<file path="src/rtl/fpw_pkg.sv">
package fpw_pkg;
  // single-precision layout
  localparam int SP_W      = 32;
  localparam int SP_EXP_W  = 8;
  localparam int SP_FRAC_W = 23;
  localparam int SP_BIAS   = 127;
  // double-precision layout
  localparam int DP_W      = 64;
  localparam int DP_EXP_W  = 11;
  localparam int DP_FRAC_W = 52;
  localparam int DP_BIAS   = 1023;
  // derived
  localparam int SP_EMIN     = 1 - SP_BIAS;
  localparam int EXP_PAD     = DP_EXP_W - SP_EXP_W;
  localparam int FRAC_PAD    = DP_FRAC_W - SP_FRAC_W;
  localparam int DEN_EXP_TOP = DP_BIAS + SP_EMIN - 1;
  localparam int LZ_W        = $clog2(SP_FRAC_W + 1);

  typedef enum logic [1:0] {
    CLS_NORMAL  = 2'd0,
    CLS_DENORM  = 2'd1,
    CLS_SPECIAL = 2'd2
  } fpw_class_e;
endpackage

</file>
<file path="src/rtl/fpw_rst_sync.sv">
module fpw_rst_sync #(
  parameter int STAGES = 2
) (
  input  logic clk,
  input  logic rst_async_n,
  output logic rst_sync_n
);
  logic [STAGES-1:0] sync_q;

  always_ff @(posedge clk or negedge rst_async_n) begin
    if (!rst_async_n) sync_q <= '0;
    else              sync_q <= {sync_q[STAGES-2:0], 1'b1};
  end

  assign rst_sync_n = sync_q[STAGES-1];
endmodule

</file>
<file path="src/rtl/fpw_classify.sv">
module fpw_classify
  import fpw_pkg::*;
(
  input  logic [SP_EXP_W-1:0]  exp_i,
  input  logic [SP_FRAC_W-1:0] frac_i,
  output fpw_class_e           cls_o
);
  logic exp_zero, exp_ones, frac_zero;

  always_comb begin
    exp_zero  = (exp_i == '0);
    exp_ones  = &exp_i;
    frac_zero = (frac_i == '0);
    if (exp_ones || (exp_zero && frac_zero)) cls_o = CLS_SPECIAL;
    else if (exp_zero)                        cls_o = CLS_DENORM;
    else                                      cls_o = CLS_NORMAL;
  end
endmodule

</file>
<file path="src/rtl/fpw_lzc.sv">
module fpw_lzc #(
  parameter  int W  = 23,
  localparam int CW = $clog2(W + 1)
) (
  input  logic [W-1:0]  vec_i,
  output logic [CW-1:0] cnt_o
);
  // highest set bit wins: later iterations overwrite earlier ones
  always_comb begin
    cnt_o = CW'(W);
    for (int i = 0; i < W; i++) begin
      if (vec_i[i]) cnt_o = CW'(W - 1 - i);
    end
  end
endmodule

</file>
<file path="src/rtl/fpw_assemble.sv">
module fpw_assemble
  import fpw_pkg::*;
(
  input  logic [SP_W-1:0] word_i,
  input  fpw_class_e      cls_i,
  input  logic [LZ_W-1:0] lz_i,
  output logic [DP_W-1:0] word_o
);
  logic                 sign;
  logic [SP_FRAC_W-1:0] frac;
  logic [LZ_W-1:0]      shamt;
  logic [SP_FRAC_W-1:0] frac_norm;
  logic [DP_EXP_W-1:0]  den_exp;
  logic                 pad_bit;

  always_comb begin
    sign      = word_i[SP_W-1];
    frac      = word_i[SP_FRAC_W-1:0];
    shamt     = lz_i + LZ_W'(1);
    frac_norm = frac << shamt;
    den_exp   = DP_EXP_W'(DEN_EXP_TOP) - DP_EXP_W'(lz_i);
    pad_bit   = (cls_i == CLS_NORMAL) ? ~word_i[SP_W-2] : word_i[SP_W-2];
    if (cls_i == CLS_DENORM)
      word_o = {sign, den_exp, frac_norm, {FRAC_PAD{1'b0}}};
    else
      word_o = {word_i[SP_W-1:SP_W-2], {EXP_PAD{pad_bit}},
                word_i[SP_W-3:0], {FRAC_PAD{1'b0}}};
  end
endmodule

</file>
<file path="src/rtl/fp_single_widen.sv">
module fp_single_widen
  import fpw_pkg::*;
#(
  parameter int SYNC_STAGES = 2
) (
  input  logic            clk,
  input  logic            rst_n,
  input  logic            in_valid,
  input  logic [SP_W-1:0] in_word,
  output logic            out_valid,
  output logic [DP_W-1:0] out_word
);
  logic            rst_int_n;
  fpw_class_e      cls;
  logic [LZ_W-1:0] lz;
  logic [DP_W-1:0] word_nxt;
  logic            vld_d, vld_q;
  logic [DP_W-1:0] word_q;

  fpw_rst_sync #(.STAGES(SYNC_STAGES)) u_rst (
    .clk        (clk),
    .rst_async_n(rst_n),
    .rst_sync_n (rst_int_n)
  );

  fpw_classify u_cls (
    .exp_i (in_word[SP_W-2:SP_FRAC_W]),
    .frac_i(in_word[SP_FRAC_W-1:0]),
    .cls_o (cls)
  );

  fpw_lzc #(.W(SP_FRAC_W)) u_lzc (
    .vec_i(in_word[SP_FRAC_W-1:0]),
    .cnt_o(lz)
  );

  fpw_assemble u_asm (
    .word_i(in_word),
    .cls_i (cls),
    .lz_i  (lz),
    .word_o(word_nxt)
  );

  always_comb vld_d = in_valid;

  always_ff @(posedge clk or negedge rst_int_n) begin
    if (!rst_int_n) vld_q <= 1'b0;
    else            vld_q <= vld_d;
  end

  // data path: no reset, explicit clock enable
  always_ff @(posedge clk) begin
    if (in_valid) word_q <= word_nxt;
  end

  assign out_valid = vld_q;
  assign out_word  = word_q;
endmodule

</file>
<file path="config.mk">
export PLATFORM = sky130hd
export DESIGN_NAME = fp_single_widen
export DESIGN_NICKNAME = d
export VERILOG_FILES = /design/src/rtl/fpw_pkg.sv /design/src/rtl/fpw_rst_sync.sv /design/src/rtl/fpw_classify.sv /design/src/rtl/fpw_lzc.sv /design/src/rtl/fpw_assemble.sv /design/src/rtl/fp_single_widen.sv
export SDC_FILE = /design/constraint.sdc
export NUM_CORES = 1
export LEC_CHECK = 0
export BUFFER_PORTS_ARGS = -buffer_cell sky130_fd_sc_hd__buf_2
export CORE_UTILIZATION = 55
export DETAILED_ROUTE_END_ITERATION = 6
export GPL_TIMING_DRIVEN = 0
export PLACE_DENSITY = 0.86
export SETUP_SLACK_MARGIN = 0.4
export SYNTH_ARGS = -nofsm -noshare
export SYNTH_HDL_FRONTEND = slang
export SYNTH_SLANG_ARGS = --single-unit
</file>
<file path="constraint.sdc">
create_clock -name clk -period 1 [get_ports clk]
set_input_delay 0.1 -clock clk [delete_from_list [all_inputs] [get_ports clk]]
set_output_delay 0.1 -clock clk [all_outputs]
set_load 0.02 [all_outputs]
</file>
==> metrics.txt, run 1 <==
total number of vias 3925; Die X 77.3 um; Avg Inst Size Synth 10.1 sq um; Worst setup EP type register; non-filler cells, final 540; unrepaired setup endpoints after global routing yes; clock slew at reported path FFs 0.09 ns; worst setup margin -2.00 ns; critical path peak fanout 8; vias in the first global route 3136; Yosys cell types 64; diode count 0; total clock buffers created by CTS 5; Hold Worst Slack -0.0142 ns; Yosys top cell area share 32.7%; first-pass GRT wire length 17100 um; register area share after synthesis 35.1%; placed cells 476; Hold/Removal Path Class in2reg; Comb power frac 45.9%; Clock Tree Root clkbuf_8; Core Region 5470 sq um; total gr overflow 0; Gate Count Post-Synth 308; Tcrit/Tclk final 300%; Pre-antenna DRT Iters 7; skew final 0.000209 ns; layout cell share with drive strength beyond 1 54.7%; IO Port Bufs 68; post-DP HPWL 6940 um; cts-stage hold buffer count 1; dpl ws -2.42 ns; TritonCTS Sinks 37; area of the die 5980 sq um; clk_lat worst skew 0.29 ns; area grow syn2layout 64.6%; Routed Antenna Nets 0; FMAX 333 MHz; failing checks design-rule violations, negative hold slack, negative setup slack; number of synthesized register bits 37; Pleak 2.16 nW; Top FF cell, synth edfxtp_1; row count 27; initial antenna violation count 0; filler instances 155; top post-synthesis cells by area edfxtp_1 (33%), buf_4 (7.5%), mux4_2 (7.2%); nets@finish 504; maximum vdd ir drop 0.765 mV; htree depth 2; Switch Pwr 2.03 mW; pwr/cell area 1070 nW/um^2; drt via density 7.27; reg-to-reg slack, setup 0.50 ns; DRC 75; number of enable flip-flop cells after synthesis 34; Sequential Power Share 34.5%; mapped cell area 3120 sq um; largest net degree at the start of global routing 36; Setup CP Type in2reg; IO Count 100; top cells by count, synth edfxtp_1 (34), buf_4 (31), nand2_1 (23); worst slew pin tran 0.877 ns; final number of setup-violating endpoints 33; asr flop ratio synth 8.11%; status complete, but fails checks; Final Slew Violations 0; Starting Density 57.0%; P_int 3.44 mW; detailed router's first-iteration violation count 846; MaxCap Viol Count 0; Tmin final 3.00 ns; Critical Path AT 3.13 ns; GPL Wtd Cong 0.986; drt total wl 15000 um; Yosys top cell by area edfxtp_1; DIE HEIGHT 77.3 um; crit path launch type primary input; Routed WL per cell 27.7 um; CTS Buffer Depth 2; CTS tree done; Final Hold Viols 1; yosys warns 0; count leader, synth edfxtp_1; GRT Overall Usage 38.1%; Critical Path RT 1.13 ns; Slew HR 41.1%; Net Sw Frac 37.1%; Clk pwr share 19.6%
[worst paths after layout]
check                                 from               to  cells after the start
max in group asynchronous            rst_n  u_rst.sync_q[1]                      2
setup / recovery               in_word[14]     out_word[51]                     14
hold / removal                 in_word[31]     out_word[63]                      1
hold reg to reg            u_rst.sync_q[1]        out_valid                      0
setup reg to reg           u_rst.sync_q[0]  u_rst.sync_q[1]                      0
min in group asynchronous  u_rst.sync_q[1]        out_valid                      0
[layout make-up]
class	instances	area (sq um)	share of cell area (%)
Buffer	45	445	8.67
Clock buffer	6	72.6	1.41
Clock inverter	2	10.0	0.195
Inverter	8	50.0	0.974
Multi-Input combinational cell	246	2240	43.5
Sequential cell	37	1100	21.3
Tap cell	72	90.1	1.75
Timing Repair Buffer	124	1140	22.1
[logic make-up after synthesis]
| family | after synthesis | share of synthesized area, % |
|---|---|---|
| simple gates | 91 | 15.0 |
| compound gates | 88 | 20.7 |
| buf+inv | 53 | 11.3 |
| flops | 37 | 35.1 |
| mux | 32 | 16.0 |
| xor+xnor | 3 | 0.842 |
| fa+ha+maj | 2 | 0.802 |
| other cells | 2 | 0.241 |
[cells in the final DEF, fill, tap and decap left out, drive strengths merged, types with 5 or more instances in the layout]
cell type and n:
buf 160, edfxtp 34, conb 30, nand2 24
nor2 23, o21ai 21, mux2i 15, clkbuf 14
mux4 13, a21oi 11, nand3 8, o211ai 7
inv 7, a21o 6, nor4 6, nand2b 6
o221ai 5
[registers in the layout (all words and copies together) (netlist names)]
register      count
out_valid         1
out_word         34
u_rst.sync_q      2
[through the flow]
stage / power [mW] / util, % / TNS, ns / cell area, sq um
6_report: 5.47 / 93.9 / -45.74 / 5140
5_1_grt: 5.55 / 93.9 / -47.17 / 5140
4_1_cts: 4.97 / 85.8 / -41.92 / 4690
3_5_place_dp: 3.45 / 69.3 / -65.95 / 3790
3_3_place_gp: 3.42 / 69.3 / -62.26 / 3790
2_1_floorplan: 2.98 / - / -45.42 / 3360
[timing repair]
action,CTS,global route
setup endpoints to repair,103,68
setup buffers,27,24
pin swaps,18,28
cloned,2,2
endpoints found under the hold margin,3,1
gates resized for setup,146,48
[layer usage]
layer | part of all wire (%) | vias to the layer above | routed length (um) | track usage, %
met1 | 31 | 1785 | 4620 | 47.6
met5 | 0 | - | 0 | 0
met2 | 44 | 504 | 6640 | 62.9
li1 | - | 1455 | - | -
met3 | 14 | 181 | 2160 | 5.36
met4 | 10 | 0 | 1550 | 21.9
[critical path, stage by stage]
cell,delay [ns]
buf_12,0.12
or4_4,0.53
a31oi_4,0.18
o211ai_1,0.11
buf_4,0.18
ha_4,0.27
buf_8,0.13
clkinv_8,0.08
clkbuf_16,0.16
buf_4,0.14
o21ai_0,0.61
a211oi_2,0.13
a211o_1,0.30
o221ai_1,0.09
[power by group through the flow]
stage | Clock [mW] | Sequential, mW | Combinational, mW
after global routing | 1.11 | 1.89 | 2.55
after detailed placement | 0 | 1.89 | 1.56
after floorplan | 0 | 2.04 | 0.933
after CTS | 1.02 | 1.88 | 2.07
final | 1.07 | 1.89 | 2.51
after global placement | 0 | 1.88 | 1.55
Power figures use the tool's default switching activity.
==> run 2: changes to the inputs <==
- ABC_AREA: default -> 1
- CORE_MARGIN: default -> 2
==> metrics.txt, run 2 <==
Avg Inst Size Synth 6.81 sq um; worst_ep grt out_word[45]$_DFFE_PP_/D; Starting Density 56.1%; DIE HEIGHT 81.2 um; Yosys top cell area share 31.1%; asr flop ratio synth 8.11%; initial antenna violation count 2; yosys warns 0; Clock Tree Root clkbuf_8; Die X 81.2 um; CTS Buffer Depth 2; total gr overflow 1; Top FF cell, synth edfxtp_1; mapped cell area 3280 sq um; GRT Overall Usage 73.9%; IO Port Bufs 70; top post-synthesis cells by area edfxtp_1 (31%), nand3_1 (17%), nand2_1 (16%); count leader, synth nand2_1; number of enable flip-flop cells after synthesis 34; status did not finish; TritonCTS Sinks 37; Gate Count Post-Synth 482; Yosys cell types 39; IO Count 100; dpl ws -2.22 ns; Fail Step 5_1_grt; post-DP HPWL 8540 um; Yosys top cell by area edfxtp_1; total clock buffers created by CTS 5; largest net degree at the start of global routing 36; Log Error [ERROR GRT-0232] Routing congestion too high. Check the congestion heatmap in the GUI.; register area share after synthesis 33.4%; htree depth 2; top cells by count, synth nand2_1 (137), nand3_1 (109), inv_1 (43); placed cell area 4090 sq um; row count 28; number of synthesized register bits 37; GPL Wtd Cong 1.00; WEP type sequential cell input
## run 2: what timing repair did
action,4_1_cts
endpoints found under the setup margin,102
setup buffers,24
endpoints found under the hold margin,3
pin swaps,24
resized for setup,155
hold buffers,1
cloned,3
## run 2: metrics by stage
stage / instances / hold slack (ns) / utilization, %
3_3_place_gp: 655 / -0.116 / 69.8
3_5_place_dp: 655 / -0.114 / 69.8
4_1_cts: 690 / -0.0206 / 85.4
2_1_floorplan: 510 / -0.196 / -
## run 2: cell families after synthesis
| group | Yosys count | synth area share (%) |
|---|---|---|
| adders and majority gates | 2 | 0.763 |
| xor gates and xnor gates | 1 | 0.267 |
| DFF | 37 | 33.4 |
| AOI/OAI and AO/OA | 40 | 7.51 |
| other | 2 | 0.229 |
| buffers and inverters | 97 | 15.8 |
| and+or+nand+nor | 303 | 42.1 |
## run 2: routing by layer
metal / track usage, % / overflow
met1: 78.6 / 0
met2: 89.1 / 0
met5: 22.5 / 0
met3: 55.8 / 0
met4: 69.3 / 1
==> run 3: changes to the inputs <==
- CORE_UTILIZATION: 55 -> 40
- PLACE_DENSITY: 0.86 -> default
- PLACE_DENSITY_LB_ADDON: default -> 0.15
- SETUP_SLACK_MARGIN: 0.4 -> default
==> metrics.txt, run 3 <==
Hold/Removal Path Class reg2async; status complete, but fails checks; MaxCap Viol Count 0; Gate Count Post-Synth 482; Pleak 2.47 nW; GR Layer Usage met1 36.7%; Top Usage Layer GRT met2; total number of vias 3904; Starting Density 40.5%; Sum Neg Setup Slack -44.44 ns; yosys warns 0; adder and majority cell fraction of the synthesized area 0.763%; Tcrit/Tclk final 267%; Sequential Power Share 34.7%; top post-synthesis cells by area edfxtp_1 (31%), nand3_1 (17%), nand2_1 (16%); Comb power frac 46.9%; Hold Worst Slack 0.0107 ns; Seq. cell area 1100 sq um; placed cell area 4120 sq um; dpl ws -2.20 ns; crit path launch type primary input; critical path peak fanout 7; IO Port Bufs 70; clk_lat worst skew 0.28 ns; total gr overflow 0; FMAX 375 MHz; Critical Path AT 2.71 ns; DRC 0; TritonCTS Sinks 37; htree depth 2; XOR/XNOR Fraction of Synth Area 0.267%; pwr/cell area 1040 nW/um^2; area of the die 8940 sq um; Final Slew Violations 0; maximum vdd ir drop 0.586 mV; count leader, synth nand2_1; GRT Overall Usage 26.5%; Crit path buffers/inverters 5; Core Region 8090 sq um; Routed WL per cell 16.3 um; Synth Area in Simple Gates 42.1%; top cells by count, synth nand2_1 (137), nand3_1 (109), inv_1 (43); largest family of logic cells by synthesized area simple AND/OR/NAND/NOR gates; Yosys cell types 39; post-route cell area 5100 sq um; CTS Buffer Depth 2; CTS tree done; diode count 0; Multi-input gate area 2280 sq um; Worst setup EP type register; Net Sw Frac 37.8%; worst setup margin -1.67 ns; Switch Pwr 2.01 mW; Setup CP Type in2reg; mux contribution to synthesized area 0%; drt total wl 12000 um; most frequent cells in the layout nand2_1 (117), nand3_1 (69), buf_2 (65); worst slew pin tran 0.754 ns; IO Count 100; largest net degree at the start of global routing 36; GRT met3 Usage 3.75%; leading cell type in the layout, fill and taps excluded nand2_1; Routed Antenna Nets 0; Die X 94.6 um; total power 5.33 mW; Slew HR 49.7%; Avg Inst Size Synth 6.81 sq um; nets@finish 665; drt via density 5.32; Critical Path RT 1.04 ns; Tmin final 2.67 ns; vias in the first global route 3477; Clock Tree Root clkbuf_8; met2 usage 42.4%; Yosys top cell by area edfxtp_1; DIE HEIGHT 94.6 um; asr flop ratio synth 8.11%; detailed router's first-iteration violation count 298; area grow syn2layout 55.4%; P_int 3.31 mW; GPL Wtd Cong 0.999; Final Hold Viols 0; Pre-antenna DRT Iters 5; failing checks negative setup slack; register area share after synthesis 33.4%; post-DP HPWL 8790 um; max reg flops 34; layout cell share with drive strength beyond 1 42.8%; number of enable flip-flop cells after synthesis 34; first-pass GRT wire length 18000 um; mapped cell area 3280 sq um; final number of setup-violating endpoints 32; skew final 0.000295 ns; unrepaired setup endpoints after global routing yes; total clock buffers created by CTS 5; critical path's top delay family simple AND/OR/NAND/NOR gates; complex-gate fraction of the synthesized area 7.51%; Clk pwr share 18.3%; number of synthesized register bits 37; filler instances 744; Slowest cell on crit path or2_4; Yosys top cell area share 31.1%; max incr delay on CP 0.23 ns; Top FF cell, synth edfxtp_1; clock slew at reported path FFs 0.07 ns; initial antenna violation count 0; row count 33; Crit path top cell by count nand2_1
[run 3: cell counts after synthesis]
Identical to the previous run, type by type.
[run 3: power by group through the flow]
stage	Sequential (mW)	Clock (mW)	Combinational (mW)
after floorplan	2.04	0	1.16
after global placement	1.88	0	1.86
after detailed placement	1.89	0	1.86
after CTS	1.85	1.01	2.32
after global routing	1.86	1.06	2.67
final	1.85	0.976	2.50
[run 3: worst paths after layout]
check                             endpoint             from  cells after the start  slack [ns]
max                           out_word[51]       in_word[1]                     35       -1.67
min reg2reg                      out_valid  u_rst.sync_q[1]                      0        0.01
min                              out_valid  u_rst.sync_q[1]                      0        0.01
min in group clk              out_word[56]      in_word[27]                      3        0.12
max in group asynchronous  u_rst.sync_q[1]            rst_n                      2        0.77
max reg2reg                u_rst.sync_q[1]  u_rst.sync_q[0]                      0        0.53
[run 3: kinds of logic (layout without fill, tap and decap cells)]
family                   count (synthesis)  in the layout
XOR/XNOR                                 1              1
AO/OA/AOI/OAI                           40             40
buffers and inverters                   97            216
flip-flops                              37             37
adder cells (fa/ha/maj)                  2              2
other                                    2             30
AND/OR/NAND/NOR                        303            303
[run 3: final cells by class]
| class | instances | share of cell area, % |
|---|---|---|
| buffer | 49 | 8.74 |
| clock buffer | 6 | 1.42 |
| clock inverter | 2 | 0.196 |
| inverter | 47 | 4.34 |
| multi-input combinational | 376 | 44.8 |
| sequential | 37 | 21.5 |
| tap | 105 | 2.58 |
| timing repair buffer | 112 | 16.5 |
[run 3: timing repair]
action                     CTS  global route
setup buffers               25            10
hold buffers                 2             0
pin swaps                   34            24
hold endpoints to repair     3             0
setup endpoints to repair   33            32
gates cloned                 4             1
gates resized for setup    107            21
[run 3: metrics by stage]
step / util, % / cells
2_1_floorplan: - / 510
3_3_place_gp: 50.9 / 685
3_5_place_dp: 50.9 / 685
4_1_cts: 60.5 / 723
5_1_grt: 63.0 / 734
6_report: 63.0 / 734
[run 3: metal layers]
layer  up-vias  part of all wire [%]
li1       1867                     -
met1      1802                    43
met2       211                    47
met3        24                   7.4
met4         0                   2.8
met5         -                     0
